--- src/rtl/burst_pkg.sv ---
package burst_pkg;

    localparam int MODE_W = 12;

    typedef struct packed {
        logic [2:0] len;        // length code, already validated
        logic       ilv;        // interleaved order
        logic       cl3;        // CAS latency 3 (else 2)
        logic       wb_single;  // writes are single-location
    } mode_t;

    localparam mode_t MODE_RST = '{len: 3'b000, ilv: 1'b0, cl3: 1'b0, wb_single: 1'b0};

    function automatic logic mode_legal(input logic [MODE_W-1:0] v);
        logic len_ok;
        logic cl_ok;
        len_ok = (v[2:0] <= 3'b011) || ((v[2:0] == 3'b111) && !v[3]);
        cl_ok  = (v[6:4] == 3'b010) || (v[6:4] == 3'b011);
        return len_ok && cl_ok && (v[8:7] == 2'b00) && (v[11:10] == 2'b00);
    endfunction

endpackage

--- src/rtl/burst_mode_reg.sv ---
module burst_mode_reg
    import burst_pkg::*;
(
    input  logic              clk,
    input  logic              rst_n,
    input  logic              ld,
    input  logic [MODE_W-1:0] val,
    input  logic              all_idle,
    output mode_t             mode_o,
    output logic              err_o
);

    typedef struct packed {
        mode_t mode;
        logic  err;
    } mreg_t;

    mreg_t st_d, st_q;

    always_comb begin
        st_d     = st_q;
        st_d.err = 1'b0;
        if (ld) begin
            if (all_idle && mode_legal(val)) begin
                st_d.mode.len       = val[2:0];
                st_d.mode.ilv       = val[3];
                st_d.mode.cl3       = (val[6:4] == 3'b011);
                st_d.mode.wb_single = val[9];
            end else begin
                st_d.err = 1'b1;
            end
        end
    end

    always_ff @(posedge clk or negedge rst_n) begin
        if (!rst_n) begin
            st_q <= '{mode: MODE_RST, err: 1'b0};
        end else begin
            st_q <= st_d;
        end
    end

    assign mode_o = st_q.mode;
    assign err_o  = st_q.err;

endmodule

--- src/rtl/burst_seq.sv ---
module burst_seq
    import burst_pkg::*;
#(
    parameter int COL_W = 8
) (
    input  logic             clk,
    input  logic             rst_n,
    input  mode_t            mode_i,
    input  logic             cmd_vld,
    input  logic             cmd_wr,
    input  logic [COL_W-1:0] cmd_col,
    input  logic             term,
    output logic [COL_W-1:0] start_o,
    output logic [COL_W-1:0] cnt_o,
    output logic [COL_W-1:0] mask_o,
    output logic             ilv_o,
    output logic             vld_o,
    output logic             last_o
);

    typedef struct packed {
        logic             active;
        logic             full;
        logic             ilv;
        logic [COL_W-1:0] mask;
        logic [COL_W-1:0] start;
        logic [COL_W-1:0] cnt;
    } seq_t;

    seq_t             st_d, st_q;
    logic [COL_W-1:0] new_mask;
    logic             new_full;
    logic             single;
    logic             at_end;

    // block mask for the programmed length: low len bits set, all set for full page
    always_comb begin
        single   = cmd_wr && mode_i.wb_single;
        new_full = (mode_i.len == 3'b111) && !single;
        for (int b = 0; b < COL_W; b++) begin
            new_mask[b] = new_full || (!single && (b < int'(mode_i.len)));
        end
    end

    assign at_end = st_q.active && !st_q.full && (st_q.cnt == st_q.mask);

    always_comb begin
        st_d = st_q;
        if (cmd_vld) begin
            st_d.active = 1'b1;
            st_d.full   = new_full;
            st_d.ilv    = mode_i.ilv;
            st_d.mask   = new_mask;
            st_d.start  = cmd_col;
            st_d.cnt    = '0;
        end else if (st_q.active) begin
            if (term || at_end) begin
                st_d.active = 1'b0;
            end else begin
                st_d.cnt = st_q.cnt + 1'b1;
            end
        end
    end

    always_ff @(posedge clk or negedge rst_n) begin
        if (!rst_n) begin
            st_q <= '0;
        end else begin
            st_q <= st_d;
        end
    end

    assign start_o = st_q.start;
    assign cnt_o   = st_q.cnt;
    assign mask_o  = st_q.mask;
    assign ilv_o   = st_q.ilv;
    assign vld_o   = st_q.active;
    assign last_o  = at_end;

endmodule

--- src/rtl/burst_col_calc.sv ---
module burst_col_calc #(
    parameter int COL_W = 8
) (
    input  logic [COL_W-1:0] start,
    input  logic [COL_W-1:0] cnt,
    input  logic [COL_W-1:0] mask,
    input  logic             ilv,
    output logic [COL_W-1:0] col
);

    logic [COL_W-1:0] offs;

    always_comb begin
        offs = ilv ? (start ^ cnt) : (start + cnt);
        col  = (start & ~mask) | (offs & mask);
    end

endmodule

--- src/rtl/sdram_burst_colgen.sv ---
module sdram_burst_colgen
    import burst_pkg::*;
#(
    parameter int COL_W = 8
) (
    input  logic              clk,
    input  logic              rst_n,
    input  logic              mode_ld,
    input  logic [MODE_W-1:0] mode_val,
    input  logic              all_idle,
    input  logic              cmd_vld,
    input  logic              cmd_wr,
    input  logic [COL_W-1:0]  cmd_col,
    input  logic              term,
    output logic [COL_W-1:0]  col_out,
    output logic              col_vld,
    output logic              col_last,
    output logic [1:0]        cas_lat,
    output logic              mode_err
);

    mode_t            mode;
    logic [COL_W-1:0] seq_start;
    logic [COL_W-1:0] seq_cnt;
    logic [COL_W-1:0] seq_mask;
    logic             seq_ilv;

    burst_mode_reg i_mode (
        .clk      (clk),
        .rst_n    (rst_n),
        .ld       (mode_ld),
        .val      (mode_val),
        .all_idle (all_idle),
        .mode_o   (mode),
        .err_o    (mode_err)
    );

    burst_seq #(.COL_W(COL_W)) i_seq (
        .clk     (clk),
        .rst_n   (rst_n),
        .mode_i  (mode),
        .cmd_vld (cmd_vld),
        .cmd_wr  (cmd_wr),
        .cmd_col (cmd_col),
        .term    (term),
        .start_o (seq_start),
        .cnt_o   (seq_cnt),
        .mask_o  (seq_mask),
        .ilv_o   (seq_ilv),
        .vld_o   (col_vld),
        .last_o  (col_last)
    );

    burst_col_calc #(.COL_W(COL_W)) i_calc (
        .start (seq_start),
        .cnt   (seq_cnt),
        .mask  (seq_mask),
        .ilv   (seq_ilv),
        .col   (col_out)
    );

    assign cas_lat = mode.cl3 ? 2'd3 : 2'd2;

endmodule

--- config.mk ---
export PLATFORM = sky130hd
export DESIGN_NAME = sdram_burst_colgen
export DESIGN_NICKNAME = d
export VERILOG_FILES = /design/src/rtl/burst_pkg.sv /design/src/rtl/burst_mode_reg.sv /design/src/rtl/burst_seq.sv /design/src/rtl/burst_col_calc.sv /design/src/rtl/sdram_burst_colgen.sv
export SDC_FILE = /design/constraint.sdc
export NUM_CORES = 1
export LEC_CHECK = 0
export ABC_AREA = 1
export BUFFER_PORTS_ARGS = -buffer_cell sky130_fd_sc_hd__buf_2
export CAP_MARGIN = 40
export CELL_PAD_IN_SITES_DETAIL_PLACEMENT = 0
export CELL_PAD_IN_SITES_GLOBAL_PLACEMENT = 1
export CORE_AREA = 3 3 78 80
export DETAILED_ROUTE_END_ITERATION = 8
export DIE_AREA = 0 0 81 83
export HOLD_SLACK_MARGIN = 0.06
export PLACE_DENSITY = 0.81
export SYNTH_ARGS = -nofsm -noshare
export SYNTH_HDL_FRONTEND = slang
export SYNTH_HIERARCHICAL = 1
export SYNTH_SLANG_ARGS = --single-unit
--- constraint.sdc ---
create_clock -name clk -period 2.17 [get_ports clk]
set_clock_uncertainty 0.1 [all_clocks]
set_input_delay 0 -clock clk [delete_from_list [all_inputs] [get_ports clk]]
set_output_delay 0 -clock clk [all_outputs]
set_load 0.05 [all_outputs]
---- After elaboration in Yosys (flattened, before gate mapping) ----
Cells that the tools add are included.
storage, ports and cells
  logic and storage cells ................. 76
  bits of input ports ..................... 27
  register bits after elaboration ......... 34
  output and inout bits ................... 13
cells by class
  multiplexer cells ....................... 10
  eq/ne operators ......................... 6
  reduce and logical (&&, ||, !) cells .... 34
  add/subtract/negate cells ............... 2
  $lt $le $gt $ge ......................... 8
  bitwise operators ....................... 5
operators by type and width
  operator                                                                      number
  8-bit 2-to-1 mux                                                              4
  8-bit AND                                                                     2
  1-bit logical AND                                                             16
  1-bit logical OR                                                              10
  3-bit less-than comparator (first input constant)                             3
  8-bit by 1-bit adder with 8-bit output (second input constant)                1
  8-bit adder                                                                   1
  8-bit equality test                                                           1
  8-bit NOT                                                                     1
  8-bit bitwise OR                                                              1
  8-bit XOR                                                                     1
  3-bit by 2-bit equality test with 1-bit output (second input constant)        2
  3-bit equality test (second input constant)                                   2
  1-bit by 3-bit less-than comparator with 1-bit output (first input constant)  2
  2-bit by 3-bit less-than comparator with 1-bit output (first input constant)  2
  1-bit 2-to-1 mux                                                              6
  2-bit logical NOT                                                             2
  2-bit AND reduction                                                           2
  3-bit by 2-bit <= comparator with 1-bit output (second input constant)        1
  1-bit logical NOT                                                             3
  2-bit inequality test (second input constant)                                 1
  2-bit nonzero test                                                            1

---- Depth between registers and ports, before layout ----
  depth in word-level cells ............... 9
  gate-level depth with buffers ........... 11
  mapped depth without buffers ............ 11

---- Cells and area by module ----
The synthesis kept the hierarchy.
by module, submodules not included
  module              area an instance (sq um)  instances  cells each  sequential area each (sq um)
  burst_seq           1326.3                    1          172         650.6
  burst_col_calc      437.9                     1          78          0.0
  burst_mode_reg      365.4                     1          39          175.2
  sdram_burst_colgen  11.3                      1          2           0.0

---- Worst setup path before layout ----
No wires, ideal clock.
  path kind ............................... reg-to-output
  start point ............................. reg i_seq.st_q, in the netlist i_seq/cnt_o[0]
  end point ............................... out col_out[4]
  path slack .............................. -95 ps
  arrival ................................. 2165 ps
  path buffers ............................ 0
  cell stages (with the launch flop) ...... 8
  cells stage by stage .................... dfrtp_1 > ha_1 > inv_1 > fa_1 > o21ai_2 > nand2_1 > xor2_1 > a21oi_1
between the ends
  longest elaborated chain between the ends .. 4
ends and longest elaborated chain
  item                      line                      RTL
  start: declaration        burst_seq.sv:30           seq_t st_d, st_q;
  start signal: assignment  burst_seq.sv:69           st_q <= st_d;
  8-bit adder               burst_col_calc.sv:14      offs = ilv ? (start ^ cnt) : (start + cnt);
  8-bit 2-to-1 mux          burst_col_calc.sv:14
  8-bit AND                 burst_col_calc.sv:15      col = (start & ~mask) | (offs & mask);
  8-bit bitwise OR          burst_col_calc.sv:15
  end: declaration          sdram_burst_colgen.sv:15  output logic [COL_W-1:0] col_out,
Every way passes these cells.

---- Worst setup path after layout ----
  start point ............................. in mode_val[6]
  end point ............................... reg i_mode.st_q, in the netlist i_mode/mode_o[2]
between the ends
  longest elaborated chain between the ends .. 7
  elaborated cells between the ends (all ways) .. 8
  those cells by class .................... 2 x eq/ne; 6 x reduce/logical
ends and longest elaborated chain
  item                                            line                     RTL
  start: declaration                              sdram_burst_colgen.sv:9  input logic [MODE_W-1:0] mode_val,
  3-bit by 2-bit equality test with 1-bit output  burst_pkg.sv:18          cl_ok = (v[6:4] == 3'b010) || (v[6:4] == 3'b011);
  1-bit logical OR (*)                            burst_pkg.sv:18
  1-bit logical AND (*) (3 in series)             burst_pkg.sv:19          return len_ok && cl_ok && (v[8:7] == 2'b00) && (v[11:10] == 2'b00);
  1-bit logical AND (*)                           burst_mode_reg.sv:24     if (all_idle && mode_legal(val)) begin
  2-bit AND reduction (no source line) (*)        n/a
  end signal: assignment                          burst_mode_reg.sv:37     st_q <= '{mode: MODE_RST, err: 1'b0};
  end signal: assignment                          burst_mode_reg.sv:39     st_q <= st_d;
  end: declaration                                burst_mode_reg.sv:18     mreg_t st_d, st_q;
Mark *: on every way between the ends. The rest lies on a longest branch, timed or not.
A chain may end at the register's enable or synchronous reset.

==> impl_summary.log <==
INFO  metric flip_flop_cell_with_the_highest_count_after_synthesis = sky130_fd_sc_hd__dfrtp_1
INFO  metric antenna-diode-count = 0
INFO  metric slew-limit-headroom = 0.495
INFO  metric die_w = 81 um
INFO  metric clkPwrFrac = 0.292
INFO  metric ff2ff_path_depth = 10
INFO  metric drv_slew = 0
INFO  metric yosysWarnings = 6
INFO  metric die_y = 83 um
INFO  metric synth_seq_cells = 33
INFO  metric ff_latch_area = 830 um^2
INFO  metric worst_ep_required_time = 2.29 ns
INFO  metric finalCritPeriodShare = 0.974
INFO  metric number_of_placement_rows = 27
INFO  metric switchingPower = 0.000520 W
INFO  metric final_cell_mix = 112 x sky130_fd_sc_hd__nand2_1, 35 x sky130_fd_sc_hd__buf_2, 33 x sky130_fd_sc_hd__inv_1
INFO  metric power.static_leakage = 1.54 nW
INFO  metric worst_ir_drop_vdd = 0.306 mV
INFO  metric critPathLaunchType = input pin
INFO  metric routedWlPerCell = 11.9 um
INFO  metric run_status = complete, no violations
INFO  metric port_buffers = 38
INFO  metric grt_first_pass_wirelength = 9160 um
INFO  metric tritoncts = built
INFO  metric via_per_inst = 4.72
INFO  metric globalRouteOverflowTotal = 0
INFO  metric floorplan.io_pins = 40
INFO  metric synthToLayoutAreaGrowth = 36.9%
INFO  metric timing_hold_violations_final = 0
INFO  metric floorplan.initialDensity = 0.391
INFO  metric hold_class = input pin to register
INFO  metric n_fill_cell = 543
INFO  metric drive_above_1_share = 0.225
INFO  metric final_common_cell = sky130_fd_sc_hd__nand2_1
INFO  metric ys_async_sr_fraction = 1.00
INFO  metric critical_path.max_fanout = 5
INFO  metric cts_root_buffer = sky130_fd_sc_hd__clkbuf_8
INFO  metric initialDrtViolationCount = 90
INFO  metric grt_pass1_vias = 2073
INFO  metric core_area = 0.00547 mm^2
INFO  metric cts.htree.levels = 2
INFO  metric gp_congestion = 0.806
INFO  metric synth_area_leaders = sky130_fd_sc_hd__dfrtp_1 39%, sky130_fd_sc_hd__nand2_1 20%, sky130_fd_sc_hd__inv_1 5.8%, sky130_fd_sc_hd__ha_1 4.7%, sky130_fd_sc_hd__nand3_1 4.7%
INFO  metric tritoncts_sink_count = 33
INFO  metric synth.top_cell.area_share = 0.386
INFO  metric utilization = 0.536
INFO  metric final_antenna_net_count = 0
INFO  metric powerDensity = 526 mW/mm^2
INFO  metric layout.nets = 408
INFO  metric maximum_number_of_pins_on_one_net_before_global_route_repair = 34
INFO  metric tritoncts.num_buffers = 5
INFO  metric synth_sequential_area_ratio = 0.386
INFO  metric drtPass1Iterations = 4
INFO  metric synth.avg_cell_area = 7.36 um^2
INFO  metric clk_transition_reported_paths = 0.07 ns
INFO  metric power.share.switching = 0.337
INFO  metric crit_arrival = 2.23 ns
INFO  metric type_of_element_capturing_the_critical_path = register
INFO  metric cts_buffer_depth = 2
INFO  metric maxCapViolations = 0
INFO  metric achievable-frequency = 0.473 GHz
INFO  metric clock_latency = 0.28 ns
INFO  metric power.share.sequential = 0.443
INFO  metric dr_total_vias = 2101
INFO  metric final_period_minus_worst_setup_slack = 2.11 ns
INFO  metric tot_gr_track_use = 0.171
INFO  metric ys_types = 34
INFO  metric post_synth_edffs = 0
INFO  metric syn-instance-count = 291
INFO  metric combPwrFrac = 0.265
INFO  metric drt_wl_total = 5290 um
INFO  metric mappedNetlistArea = 0.00214 mm^2
INFO  metric floorplan.die_area = 0.00672 mm^2
INFO  metric area_taken_by_multi_input_logic_gates = 0.00121 mm^2
INFO  metric setup_viol = 0
INFO  metric worst_pin_slew = 0.758 ns
INFO  metric unrepaired_setup_endpoints_after_global_routing = no
INFO  metric largest_area_contributor_in_the_synthesized_netlist = sky130_fd_sc_hd__dfrtp_1
INFO  metric criticalPathCategory = input pin to register
INFO  metric hold_depth = 5
INFO  metric totalNegativeSetupSlack = 0 ns
INFO  metric synthesis.nets = 327
INFO  metric detailedPlacementHpwl = 3730 um
INFO  metric drc = 0
INFO  metric p_int = 0.00102 W
INFO  metric initial_antenna_violation_count = 0
==> power groups by stage <==
| stage | Clock (W) | Sequential [W] | Combinational, W |
|---|---|---|---|
| 2_1_floorplan | 0 | 0.000695 | 0.000248 |
| 3_3_place_gp | 0 | 0.000690 | 0.000353 |
| 3_5_place_dp | 0 | 0.000691 | 0.000355 |
| 4_1_cts | 0.000461 | 0.000679 | 0.000393 |
| 5_1_grt | 0.000491 | 0.000687 | 0.000452 |
| 6_report | 0.000450 | 0.000682 | 0.000409 |
==> kinds of logic after synthesis <==
| group | Yosys count | synth area share |
|---|---|---|
| flops | 33 | 0.386 |
| compound gates | 19 | 0.0585 |
| simple gates | 178 | 0.380 |
| buf+inv | 41 | 0.0760 |
| mux | 1 | 0.00526 |
| fa+ha+maj | 9 | 0.0561 |
| xor+xnor | 9 | 0.0368 |
| other cells | 1 | 0.00175 |
==> final cells by class <==
class | count | area share
multi-input cells | 217 | 0.412
flip-flops and latches | 33 | 0.283
repair buffers | 81 | 0.202
inverters | 34 | 0.0435
well taps | 72 | 0.0307
clock buffers | 6 | 0.0248
clock inverters | 2 | 0.00341
==> sequential cells by signal, indices dropped and copies added (netlist names) <==
register	cells
i_seq/cnt_o	8
i_seq/vld_o	1
i_mode/err_o	1
i_seq/ilv_o	1
i_seq/mask_o	8
i_seq/start_o	8
i_mode/mode_o	6
==> Yosys cell counts, types with 2 or more instances <==
cell type                  instances
sky130_fd_sc_hd__inv_1            33
sky130_fd_sc_hd__nor2_2            4
sky130_fd_sc_hd__nand2_4           2
sky130_fd_sc_hd__nor2_1           15
sky130_fd_sc_hd__nand3b_1          2
sky130_fd_sc_hd__nand3_2           2
sky130_fd_sc_hd__buf_2             3
sky130_fd_sc_hd__xor2_1            4
sky130_fd_sc_hd__nand2_2           2
sky130_fd_sc_hd__ha_1              8
sky130_fd_sc_hd__nand4_1          15
sky130_fd_sc_hd__xnor2_1           5
sky130_fd_sc_hd__clkbuf_1          2
sky130_fd_sc_hd__nand3_1          20
sky130_fd_sc_hd__nand2_1         112
sky130_fd_sc_hd__dfrtp_1          33
sky130_fd_sc_hd__a21oi_1           5
sky130_fd_sc_hd__nor3_1            2
sky130_fd_sc_hd__o211ai_1          2
sky130_fd_sc_hd__o21ai_0           6
==> path summary, 6_finish.rpt <==
kind	from	end	slack (ns)
worst max-delay path	mode_val[6]	i_mode/mode_o[2]$_DFFE_PN0P_	0.06
worst min-delay path	mode_val[10]	i_mode/err_o$_DFF_PN0_	0.06
worst max register to register	i_seq/cnt_o[4]$_DFFE_PN0P_	i_seq/cnt_o[0]$_DFFE_PN0P_	0.57
worst min register to register	i_mode/mode_o[1]$_DFFE_PN0P_	i_mode/mode_o[1]$_DFFE_PN0P_	0.38
max in group asynchronous	rst_n	i_seq/cnt_o[1]$_DFFE_PN0P_	1.22
min in group asynchronous	rst_n	i_seq/cnt_o[7]$_DFFE_PN0P_	0.22
==> layer usage <==
| layer | GRT usage | vias to the layer above | part of all wire | wire length [um] |
|---|---|---|---|---|
| met5 | 0 | - | 0 | 0 |
| met1 | 0.209 | 956 | 0.45 | 2400 |
| met3 | 0.0390 | 6 | 0.047 | 249 |
| met2 | 0.298 | 48 | 0.49 | 2590 |
| met4 | 0.0430 | 0 | 0.0093 | 49 |
| li1 | - | 1091 | - | - |
==> stage by stage <==
stage	hold slack, ns	area (um^2)	power [W]	cells	setup WS, ns
2_1_floorplan	-0.396	2140	0.000943	291	0.0558
3_3_place_gp	0.0216	2440	0.00104	401	0.320
3_5_place_dp	0.0182	2440	0.00105	401	0.289
4_1_cts	0.0601	2850	0.00153	441	0.00823
5_1_grt	0.0684	2930	0.00163	445	0.00470
6_report	0.0609	2930	0.00154	445	0.0555
==> worst max-delay path: stages <==
cell                            delay, ns
sky130_fd_sc_hd__dlygate4sd3_1       0.53
sky130_fd_sc_hd__buf_2               0.13
sky130_fd_sc_hd__nor2_2              0.10
sky130_fd_sc_hd__nand2_2             0.09
sky130_fd_sc_hd__nor2_8              0.13
sky130_fd_sc_hd__nand4_1             0.09
sky130_fd_sc_hd__dlygate4sd3_1       0.56
sky130_fd_sc_hd__nand2_1             0.07
sky130_fd_sc_hd__dlygate4sd3_1       0.53
==> timing repair <==
| item | 4_1_cts | 5_1_grt |
|---|---|---|
| resized for setup | 1 | 12 |
| hold buffers | 32 | 1 |
| endpoints found under the setup margin | 1 | 9 |
| setup buffers | 0 | 7 |
| endpoints found under the hold margin | 60 | 1 |
| pin swaps | 0 | 5 |
(Power assumes the default switching activity.)
